File: src/rtl/shrot_pkg.sv
package shrot_pkg;
  localparam int NSZ    = 3;                  // byte, word, longword
  localparam int DATA_W = 8 << (NSZ - 1);     // widest field

  typedef enum logic [2:0] {
    OP_SAL = 3'd0, OP_SAR = 3'd1, OP_SLL = 3'd2, OP_SLR = 3'd3,
    OP_ROL = 3'd4, OP_ROR = 3'd5, OP_RCL = 3'd6, OP_RCR = 3'd7
  } shrot_op_e;

  typedef enum logic [1:0] {
    SZ_B = 2'd0, SZ_W = 2'd1, SZ_L = 2'd2, SZ_X = 2'd3
  } shrot_sz_e;
endpackage

File: src/rtl/shrot_step.sv
// One single-position move of the selected field; upper bits pass through.
module shrot_step
  import shrot_pkg::*;
(
  input  logic [DATA_W-1:0] d,
  input  logic [2:0]        op,
  input  logic [1:0]        size,
  input  logic              cin,
  output logic [DATA_W-1:0] q,
  output logic              cout,
  output logic              sflip
);
  shrot_op_e op_e;
  shrot_sz_e sz_e;
  assign op_e = shrot_op_e'(op);
  assign sz_e = shrot_sz_e'(size);

  logic [DATA_W-1:0] q_sz  [NSZ];
  logic              co_sz [NSZ];
  logic              fl_sz [NSZ];

  generate
    for (genvar g = 0; g < NSZ; g++) begin : g_sz
      localparam int W = 8 << g;
      logic [W-1:0] f;
      logic [W-1:0] r;
      logic         c;

      assign f = d[W-1:0];

      always_comb begin
        case (op_e)
          OP_SAL, OP_SLL: begin r = {f[W-2:0], 1'b0};    c = f[W-1]; end
          OP_SAR:         begin r = {f[W-1], f[W-1:1]};  c = f[0];   end
          OP_SLR:         begin r = {1'b0, f[W-1:1]};    c = f[0];   end
          OP_ROL:         begin r = {f[W-2:0], f[W-1]};  c = f[W-1]; end
          OP_ROR:         begin r = {f[0], f[W-1:1]};    c = f[0];   end
          OP_RCL:         begin r = {f[W-2:0], cin};     c = f[W-1]; end
          default:        begin r = {cin, f[W-1:1]};     c = f[0];   end
        endcase
      end

      if (W < DATA_W) begin : g_keep
        assign q_sz[g] = {d[DATA_W-1:W], r};
      end else begin : g_full
        assign q_sz[g] = r;
      end
      assign co_sz[g] = c;
      assign fl_sz[g] = r[W-1] ^ f[W-1];
    end
  endgenerate

  always_comb begin
    case (sz_e)
      SZ_B:    begin q = q_sz[0]; cout = co_sz[0]; sflip = fl_sz[0]; end
      SZ_W:    begin q = q_sz[1]; cout = co_sz[1]; sflip = fl_sz[1]; end
      default: begin q = q_sz[2]; cout = co_sz[2]; sflip = fl_sz[2]; end
    endcase
  end
endmodule

File: src/rtl/shrot_path.sv
// Two chained single-position steps; the count picks the tap.
module shrot_path
  import shrot_pkg::*;
(
  input  logic [DATA_W-1:0] opnd,
  input  logic [2:0]        op,
  input  logic [1:0]        size,
  input  logic              two,
  input  logic              cin,
  output logic [DATA_W-1:0] res,
  output logic              cout,
  output logic              flip_a,
  output logic              flip_b
);
  logic [DATA_W-1:0] q0, q1;
  logic              c0, c1;
  logic              f0, f1;

  shrot_step u_step0 (
    .d(opnd), .op(op), .size(size), .cin(cin),
    .q(q0), .cout(c0), .sflip(f0)
  );

  shrot_step u_step1 (
    .d(q0), .op(op), .size(size), .cin(c0),
    .q(q1), .cout(c1), .sflip(f1)
  );

  always_comb begin
    res    = two ? q1 : q0;
    cout   = two ? c1 : c0;
    flip_a = f0;
    flip_b = two & f1;
  end
endmodule

File: src/rtl/shrot_flags.sv
// Zero, negative and overflow from the sized result.
module shrot_flags
  import shrot_pkg::*;
(
  input  logic [DATA_W-1:0] res,
  input  logic [2:0]        op,
  input  logic [1:0]        size,
  input  logic              flip_a,
  input  logic              flip_b,
  output logic              z,
  output logic              n,
  output logic              v
);
  shrot_sz_e sz_e;
  assign sz_e = shrot_sz_e'(size);

  logic zs [NSZ];
  logic ns [NSZ];

  generate
    for (genvar g = 0; g < NSZ; g++) begin : g_fl
      localparam int W = 8 << g;
      assign zs[g] = ~|res[W-1:0];
      assign ns[g] = res[W-1];
    end
  endgenerate

  always_comb begin
    case (sz_e)
      SZ_B:    begin z = zs[0]; n = ns[0]; end
      SZ_W:    begin z = zs[1]; n = ns[1]; end
      default: begin z = zs[2]; n = ns[2]; end
    endcase
    // sign changes at either step of an arithmetic left shift
    v = (shrot_op_e'(op) == OP_SAL) & (flip_a | flip_b);
  end
endmodule

File: src/rtl/shrot_unit.sv
module shrot_unit
  import shrot_pkg::*;
(
  input  logic              clk,
  input  logic              rst_n,
  input  logic              in_valid,
  input  logic [DATA_W-1:0] in_opnd,
  input  logic [2:0]        in_op,
  input  logic [1:0]        in_size,
  input  logic              in_two,
  input  logic              in_carry,
  output logic              out_valid,
  output logic [DATA_W-1:0] out_result,
  output logic              out_c,
  output logic              out_z,
  output logic              out_n,
  output logic              out_v
);
  logic [DATA_W-1:0] path_res;
  logic              path_c, flip_a, flip_b;
  logic              fz, fn, fv;

  shrot_path u_path (
    .opnd(in_opnd), .op(in_op), .size(in_size), .two(in_two), .cin(in_carry),
    .res(path_res), .cout(path_c), .flip_a(flip_a), .flip_b(flip_b)
  );

  shrot_flags u_flags (
    .res(path_res), .op(in_op), .size(in_size),
    .flip_a(flip_a), .flip_b(flip_b),
    .z(fz), .n(fn), .v(fv)
  );

  // next-state
  logic [DATA_W-1:0] res_d;
  logic              c_d, z_d, n_d, v_d;

  always_comb begin
    res_d = out_result;
    c_d   = out_c;
    z_d   = out_z;
    n_d   = out_n;
    v_d   = out_v;
    if (in_valid) begin
      res_d = path_res;
      c_d   = path_c;
      z_d   = fz;
      n_d   = fn;
      v_d   = fv;
    end
  end

  // registers
  always_ff @(posedge clk or negedge rst_n) begin
    if (!rst_n) begin
      out_valid  <= 1'b0;
      out_result <= '0;
      out_c      <= 1'b0;
      out_z      <= 1'b0;
      out_n      <= 1'b0;
      out_v      <= 1'b0;
    end else begin
      out_valid <= in_valid;
      if (in_valid) begin
        out_result <= res_d;
        out_c      <= c_d;
        out_z      <= z_d;
        out_n      <= n_d;
        out_v      <= v_d;
      end
    end
  end

  // strobe gives a result one cycle later
  p_valid_lat_r1: assert property (@(posedge clk) disable iff (!rst_n)
    in_valid |=> out_valid);

  // no strobe, outputs hold
  p_hold_r1: assert property (@(posedge clk) disable iff (!rst_n)
    !in_valid |=> (!out_valid && $stable(out_result) && $stable(out_c)
                   && $stable(out_z) && $stable(out_n) && $stable(out_v)));

  // bits above a byte field pass through
  p_upper_byte_r2: assert property (@(posedge clk) disable iff (!rst_n)
    (in_valid && in_size == 2'd0) |=>
      out_result[DATA_W-1:8] == $past(in_opnd[DATA_W-1:8]));

  // arithmetic right on longword keeps the sign in the top two bits
  p_sar_sign_r4: assert property (@(posedge clk) disable iff (!rst_n)
    (in_valid && in_op == 3'd1 && in_size == 2'd2) |=>
      (out_result[DATA_W-1] == $past(in_opnd[DATA_W-1]) &&
       out_result[DATA_W-2] == $past(in_opnd[DATA_W-1])));

  // logical left leaves a zero at bit 0
  p_fill_zero_r5: assert property (@(posedge clk) disable iff (!rst_n)
    (in_valid && in_op == 3'd2) |=> out_result[0] == 1'b0);

  // longword rotate keeps the number of ones
  p_rot_count_r6: assert property (@(posedge clk) disable iff (!rst_n)
    (in_valid && in_op[2:1] == 2'b10 && in_size == 2'd2) |=>
      $countones(out_result) == $countones($past(in_opnd)));

  // longword rotate through carry keeps the ones of operand plus carry
  p_rcx_count_r7: assert property (@(posedge clk) disable iff (!rst_n)
    (in_valid && in_op[2:1] == 2'b11 && in_size == 2'd2) |=>
      $countones({out_c, out_result}) == $countones({$past(in_carry), $past(in_opnd)}));

  // negative flag on a longword follows the result's top bit
  p_neg_r9: assert property (@(posedge clk) disable iff (!rst_n)
    (in_valid && in_size == 2'd2) |=> out_n == out_result[DATA_W-1]);

  // only the arithmetic left shift can raise overflow
  p_no_overflow_r10: assert property (@(posedge clk) disable iff (!rst_n)
    (in_valid && in_op != 3'd0) |=> !out_v);
endmodule

File: config.mk
export PLATFORM = sky130hd
export DESIGN_NAME = shrot_unit
export DESIGN_NICKNAME = d
export VERILOG_FILES = /design/src/rtl/shrot_pkg.sv /design/src/rtl/shrot_step.sv /design/src/rtl/shrot_path.sv /design/src/rtl/shrot_flags.sv /design/src/rtl/shrot_unit.sv
export SDC_FILE = /design/constraint.sdc
export NUM_CORES = 1
export LEC_CHECK = 0
export ABC_AREA = 1
export BUFFER_PORTS_ARGS = -buffer_cell sky130_fd_sc_hd__buf_2
export CAP_MARGIN = 0
export CORE_MARGIN = 3
export CORE_UTILIZATION = 35
export CTS_BUF_LIST = sky130_fd_sc_hd__clkbuf_16
export DETAILED_ROUTE_END_ITERATION = 8
export PLACE_DENSITY = 0.59
export SYNTH_ARGS = -nofsm -noshare
export SYNTH_HDL_FRONTEND = slang
export SYNTH_SLANG_ARGS = --single-unit
File: constraint.sdc
create_clock -name clk -period 0.8 [get_ports clk]
set_input_delay 0.12 -clock clk [delete_from_list [all_inputs] [get_ports clk]]
set_output_delay 0.12 -clock clk [all_outputs]
set_load 0.03 [all_outputs]
Word-level counts from Yosys, hierarchy flattened

Cells that the tools add are included.

Equal/unequal tests: 7
Mux-type cells: 22
Bitwise gates (word level): 9
Reductions and logical operators: 10

Operator list:

| kind               | number |
|---|---|
| $pmux 32 s6        | 2 |
| $pmux 16 s6        | 2 |
| $pmux 32 s2        | 2 |
| $pmux 8 s6         | 2 |
| $mux 32            | 1 |
| $reduce_or 32->1   | 1 |
| $reduce_or 16->1   | 1 |
| $pmux 1 s2         | 6 |
| $eq 3x3->1 const B | 3 |
| $reduce_or 8->1    | 1 |
| $mux 1             | 7 |
| $eq 3x2->1 const B | 2 |
| $xor 1x1->1        | 6 |
| $reduce_or 4->1    | 1 |
| $eq 3x1->1 const B | 1 |
| $logic_not 1->1    | 3 |
| $logic_not 3->1    | 1 |
| $and 1x1->1        | 2 |
| $eq 2x1->1 const B | 1 |
| $logic_not 2->1    | 1 |
| $reduce_or 2->1    | 1 |
| $or 1x1->1         | 1 |

Flip-flop bits (word level): 37
Bits of input ports: 42
Output and inout port bits: 37

Depth between registers and ports, before layout

Gate-level depths: netlist of the first run.

Word-level depth: 10
Mapped depth: 19
Gate-level depth less buffers: 17

Cells and area by module

From an unflattened synthesis of the first run, not the netlist that was laid out.

Cell total of the unflattened synthesis: 661
Area total of the unflattened synthesis: 3,943.8 um^2

Modules (own cells, without submodules):

| module      | instances | cells each | area an instance (um^2) |
|---|---|---|---|
| shrot_step  | 2         | 180        | 927.1 |
| shrot_unit  | 1         | 153        | 1,443.9 |
| shrot_path  | 1         | 109        | 486.7 |
| shrot_flags | 1         | 39         | 158.9 |

Worst setup path after synthesis of the first run

No wires, ideal clock.

Kind: input-to-reg
From: in in_op[0]
To: reg out_z
Setup time: 117 ps
Arrival time: 1,321 ps
Required time: 683 ps
Setup slack: -638 ps
Cell stages on the path: 13
Path buffers: 2
Cells stage by stage: buf_6 inv_6 buf_6 nor4_2 nor2_1 nand3_2 nand2_1 o21ai_2 inv_1 nand3_1 nand2_1 nand3_1 nand2_1

Cells in the longest elaborated chain, start to end: 10
Elaborated cells on any way between the ends: 29

RTL lines:

| element                                            | RTL line          | source |
|---|---|---|
| from (decl)                                        | shrot_unit.sv:8   | `input logic [2:0] in_op,` |
| $eq 3x2->1 (tied with other cells)                 | shrot_step.sv:32  | `case (op_e)` |
| $reduce_or 2->1 or $reduce_or 4->1 (tied branches) | --                |  |
| $pmux 32 s6 (tied with other cells)                | shrot_step.sv:32  |  |
| $pmux 32 s2 or $pmux 1 s2 (tied branches)          | shrot_step.sv:54  | `case (sz_e)` |
| $pmux 32 s6 (tied with other cells)                | shrot_step.sv:32  |  |
| $pmux 32 s2                                        | shrot_step.sv:54  |  |
| $mux 32 (*)                                        | shrot_path.sv:30  | `res = two ? q1 : q0;` |
| $reduce_or 32->1 (tied with other cells)           | shrot_flags.sv:23 | `assign zs[g] = ~\|res[W-1:0];` |
| $logic_not 1->1                                    | shrot_flags.sv:23 |  |
| $pmux 1 s2 (*)                                     | shrot_flags.sv:29 | `case (sz_e)` |
| to (signal assigned)                               | shrot_unit.sv:67  | `out_z <= z_d;` |
| to (decl)                                          | shrot_unit.sv:15  | `output logic out_z,` |

Mark *: on every way between the ends. The rest lies on a longest branch, timed or not.
A chain may end at the register's enable or synchronous reset.

Worst setup path in the final report of the first run

Ends and elaborated chain as after synthesis.

==> impl_results.md, run 1 <==
- Tmin final: 1560 ps
- CTS Sinks: 37
- Simple-Gate Fraction of Synth Area: 43.3%
- Number of DRC markers in iteration 0: 389
- Clock slew seen by the registers of the worst setup and hold paths: 50 ps
- Slew @ Worst Pin: 519 ps
- Largest net degree at the start of global routing: 39
- Commonest non-fill, non-tap cell in the layout: buf_4
- Pwr dens: 1230 nW/um2
- N_diodes: 0
- Max Cap Violations: 0
- First-pass GRT wire length: 23000 um
- FMAX: 0.642 GHz
- Compound-cell area share of the yosys netlist: 17.2%
- Share of layout cells above drive strength 1: 57.6%
- CP Max Fanout: 7
- Clk_lat worst skew: 270 ps
- Fin area: 7270 um2
- Syn Std Cell Area: 3680 um2
- Final Max Tran Viols: 0
- Most frequent cells in the layout: 174 x buf_4, 140 x nand2_1, 64 x buf_6
- WP data arrival: 1770 ps
- H-tree Lvls: 2
- Chip Height: 109 um
- Seq/Total Area, Yosys: 25.1%
- Post-synthesis cell type count: 44
- IO Count: 79
- Avg Vias per Cell: 5.12
- Critical path startpoint category: primary input
- YS warnings: 0
- Critical Path Sink Type: flop
- Mux cell area share after synthesis: 0%
- Adder-cell share of the synthesized area: 0%
- EDFF count, synth: 0
- Clock Path Buffers: 2
- Synth Net Count: 635
- CTS tree: yes
- Fin nets: 905
- Clock Skew: 0 ps
- RSZ-0062 raised after global routing: true
- Cell Rows: 36
- DRC: 0
- Max-slew headroom at the worst pin: 65.1%
- Worst hold path class: primary input to async pin
- Synthesized area per cell: 6.21 um2
- WL/cell: 15.3 um
- Post-DP Area: 5270 um2
- Yosys reg bits: 37
- Hold Vio Cnt, Final: 0
- Num CTS Buffers: 5
- Initial antenna violation count: 0
- Synth area leaders: dfrtp_1 25%, nand2_1 19%, nand3_1 10%
- Synth top area share: 25.1%
- Vias in the first global route: 4853
- Setup ws final: -759 ps
- Final setup violation count: 73
- Post-Route WL: 15300 um
- DPL Wire Length: 10300 um
- Post-Synthesis Cells: 593
- Port bufs: 78
- Die area: 11800 um2
- Period utilisation layout: 195%
- Post-route ant nets: 0
- Outcome: complete, but fails checks
- Die Wd: 109 um
- Finished Core Util: 72.7%
- Violated checks: setup timing
- P_leak: 0.00364 uW
- Ys async rst share: 100%
- Synth-to-Final Area Change: 97.2%
- Max IR drop VDD: 1280 uV
- CP required: 1010 ps
- Via count: 5103
- CTS Root Buffer Type: clkbuf_16
- RePlAce Congestion: 0.919
- Main combinational cell family by area after synthesis: simple AND/OR/NAND/NOR gates
- DR pass1 iterations: 5
- Post-synth top flop: dfrtp_1
- CORE AREA: 10000 um2
- Post-synthesis xor/xnor area fraction: 0%
- Total gr overflow: 0
- Critical path class: primary input to flop
- Cell accounting for the most synthesized area: dfrtp_1
- GRT Total Usage: 23.9%
- Effective utilization at floorplan: 36.8%
-- power by group --
group          switching [uW]  internal (uW)
clock                     650           1120
sequential                169           2100
combinational            2540           2360
-- final cells by class --
cell class | count | area [um2]
multi-input cells | 460 | 3130
fillers | 748 | 2730
repair buffers | 296 | 2640
flip-flops and latches | 37 | 926
inverters | 63 | 272
well taps | 133 | 166
clock buffers | 5 | 125
clock inverters | 3 | 11.3
-- synth_stat cells (all sizes together), types with 3 or more instances --
cell	n
a21oi	32
o21ai	42
a31oi	13
nor2	58
nand3	83
clkbuf	8
dfrtp	37
o211ai	7
a21boi	3
nand2	199
o22ai	4
inv	63
buf	25
nand4	7
-- flip-flops by register name, indices dropped and copies added, names as in the netlist --
| signal | cells |
|---|---|
| out_n | 1 |
| out_v | 1 |
| out_valid | 1 |
| out_c | 1 |
| out_z | 1 |
| out_result | 32 |
-- routing by layer --
layer	share of wire, %	vias to the layer above	GRT usage (%)
li1	-	2491	-
met1	44	2403	33.4
met2	48	179	39.1
met3	4.7	30	1.55
met4	2.4	0	8.48
met5	0	-	0
-- worst max-delay path: stages --
cell     delay (ps)
buf_8           100
buf_12          140
buf_12          140
buf_4           150
a21oi_2         120
nand2_1          70
nand2_1          50
nor2_1           40
nor2_1          140
nand2_1          80
nor2_1          120
nand3_1          90
nor2_2          120
nand3_2          90
nand2_2          60
nand3_1          60
nand2_1          50
-- per-stage QoR --
step / cells / setup slack, ps / hold slack, ps / TNS [ps] / total power, uW
5_1_grt: 997 / -868 / 262 / -23140 / 9390
2_1_floorplan: 593 / -601 / -176 / -10210 / 4130
6_report: 997 / -759 / 245 / -19940 / 8930
4_1_cts: 971 / -638 / 252 / -17210 / 8290
3_3_place_gp: 914 / -1000 / -6.07 / -23640 / 5500
3_5_place_dp: 914 / -1020 / -13.3 / -24780 / 5550
-- final timing paths --
kind	slack, ps	endpoint	start	cells past startpoint
max	-760	out_z$_DFFE_PN0P_	in_op[0]	17
min	250	out_result[23]$_DFFE_PN0P_	rst_n	2
max reg2reg	-120	out_result[27]$_DFFE_PN0P_	out_result[27]$_DFFE_PN0P_	3
min reg2reg	500	out_result[2]$_DFFE_PN0P_	out_result[2]$_DFFE_PN0P_	2
max in group asynchronous	150	out_z$_DFFE_PN0P_	rst_n	3
min in group clk	260	out_result[5]$_DFFE_PN0P_	in_valid	4
-- what timing repair did --
item,in CTS,in global routing
gates resized for setup,204,114
buffers inserted,45,27
cloned,3,1
hold endpoints to repair,37,0
endpoints found under the setup margin,73,73
pin swaps,58,57
hold buffers,1,0
-- cell families after synthesis --
family	after synthesis
flops	37
buf+inv	97
simple gates	352
compound gates	107
(Power assumes the default switching activity.)
==> run 2, diff against run 1 <==
--- a/config.mk
+++ b/config.mk
@@ -12,7 +12,8 @@
 export CORE_UTILIZATION = 35
 export CTS_BUF_LIST = sky130_fd_sc_hd__clkbuf_16
 export DETAILED_ROUTE_END_ITERATION = 8
-export PLACE_DENSITY = 0.59
+export PLACE_DENSITY = 0.57
+export SKIP_CTS_REPAIR_TIMING = 1
 export SYNTH_ARGS = -nofsm -noshare
 export SYNTH_HDL_FRONTEND = slang
 export SYNTH_SLANG_ARGS = --single-unit
==> constraint.sdc (replaced) <==
create_clock -name clk -period 1.7 [get_ports clk]
set_input_delay 0.255 -clock clk [delete_from_list [all_inputs] [get_ports clk]]
set_output_delay 0.255 -clock clk [all_outputs]
set_load 0.03 [all_outputs]
==> run 2 against run 1 <==
Net effect: the run now ends clean; non-clock buffer count down 96; wire length fell by 19%; clock power shrank 52%; count of clock-buffer cells in the layout unchanged; clock skew unchanged.
==> impl_results.md, run 2 (same netlist as run 1, synthesis figures left out) <==
- Post-DP Area: 4930 um2
- CP required: 1910 ps
- Worst hold path class: primary input to async pin
- Outcome: finished, final reports clean
- Synth-to-Final Area Change: 39.4%
- RePlAce Congestion: 0.933
- Critical Path Sink Type: flop
- First-pass GRT wire length: 19900 um
- Sw frac: 37.7%
- Clock slew seen by the registers of the worst setup and hold paths: 50 ps
- Cell Count, Final, Fillers Out: 900
- Total gr overflow: 0
- Fin nets: 808
- FMAX: 0.642 GHz
- Port bufs: 78
- Die area: 11800 um2
- Share of power burned in registers: 30.9%
- Total chip power: 3370 uW
- Final setup violation count: 0
- P_leak: 0.00280 uW
- DRC: 0
- DPL Wire Length: 10100 um
- Post-route ant nets: 0
- Final Max Tran Viols: 0
- Max FFs per register: 32
- Num CTS Buffers: 5
- Critical path startpoint category: primary input
- Cell Rows: 36
- Tmin final: 1560 ps
- Via count: 4470
- Hold Vio Cnt, Final: 0
- Chip Height: 109 um
- Number of DRC markers in iteration 0: 402
- Setup_tns: 0 ps
- Clk_lat worst skew: 270 ps
- WP data arrival: 1770 ps
- Clock Skew: 0 ps
- Psw: 1270 uW
- Post-Route WL: 12300 um
- Vias in the first global route: 4111
- Placed insts: 891
- CTS Sinks: 37
- Pwr dens: 656 nW/um2
- Share of layout cells above drive strength 1: 33.6%
- Initial antenna violation count: 0
- Critical path class: primary input to flop
- Slew @ Worst Pin: 440 ps
- CTS tree: yes
- Clock Path Buffers: 2
- H-tree Lvls: 2
- Avg Vias per Cell: 4.97
- Combinational share of power: 43.8%
- N_diodes: 0
- Commonest non-fill, non-tap cell in the layout: nand2_1
- Fin area: 5140 um2
- IO Count: 79
- DR pass1 iterations: 7
- Max IR drop VDD: 638 uV
- Internal power: 2100 uW
- RSZ-0062 raised after global routing: true
- Effective utilization at floorplan: 36.8%
- Period utilisation layout: 91.6%
- WL/cell: 13.7 um
- CORE AREA: 10000 um2
- Die Wd: 109 um
- CTS Root Buffer Type: clkbuf_16
- CP Max Fanout: 3
- Max Cap Violations: 0
- Top reg by flops: out_result
- GRT Total Usage: 20.8%
- Clock Power Share: 25.2%
- Most frequent cells in the layout: 185 x nand2_1, 113 x buf_4, 77 x buf_2
- Max-slew headroom at the worst pin: 70.6%
- Largest net degree at the start of global routing: 39
## run 2: cell types whose count changed in the layout (fill, tap and decap cells not counted), sizes merged
cell,delta
buf,-95
clkinv,+2
clkinvlp,-1
dlygate4sd3,-1
inv,-1
nor2,-1
## run 2: layout make-up
cell class	count	area, um2
Timing Repair Buffer	200	1390
Clock buffer	5	125
Sequential cell	37	926
Multi-Input combinational cell	459	2270
Clock inverter	3	12.5
Fill cell	1086	4860
Tap cell	133	166
Inverter	63	249
## run 2: stage by stage
stage	utilization [%]	worst slack, ps	hold WS, ps
after CTS	50.7	20.1	29.3
after global placement	49.3	-266	321
after detailed placement	49.3	-269	317
after floorplan	-	127	-40.6
after global routing	51.4	-16.8	50.8
final	51.4	142	6.57
## run 2: worst paths after layout
check / startpoint / end / slack [ps] / cells after the start
worst min-delay path: rst_n / out_result[26]$_DFFE_PN0P_ / 7 / 2
max in group asynchronous: rst_n / out_result[1]$_DFFE_PN0P_ / 1380 / 2
worst max-delay path: in_op[1] / out_z$_DFFE_PN0P_ / 140 / 15
min in group clk: in_valid / out_c$_DFFE_PN0P_ / 410 / 4
worst max register to register: out_result[5]$_DFFE_PN0P_ / out_result[5]$_DFFE_PN0P_ / 1020 / 1
worst min register to register: out_result[13]$_DFFE_PN0P_ / out_result[13]$_DFFE_PN0P_ / 470 / 2
## run 2: power by group through the flow
stage                     logic [uW]  clock network (uW)  registers [uW]
after floorplan                  641                   0            1260
after global placement          1440                   0            1050
after detailed placement        1460                   0            1060
after CTS                       1460                 865            1040
after global routing            1620                 906            1050
final                           1480                 852            1040
## run 2: worst max-delay path, stage by stage
cell,delay [ps]
buf_2,140
buf_12,130
nand2_1,80
nand2_1,90
o21ai_0,120
nand3_2,120
nand2_2,90
nand2_1,90
nand2_1,70
o21ai_1,70
a21boi_2,190
nand2_1,80
nor2_1,110
nand3_1,80
nand2_1,60
## run 2: per-layer routing
layer,vias up,part of all wire (%),GRT usage [%]
li1,2282,-,-
met2,136,45,33.1
met4,0,1.1,4.06
met1,2042,49,31.3
met5,-,0,0
met3,10,4.9,0.836
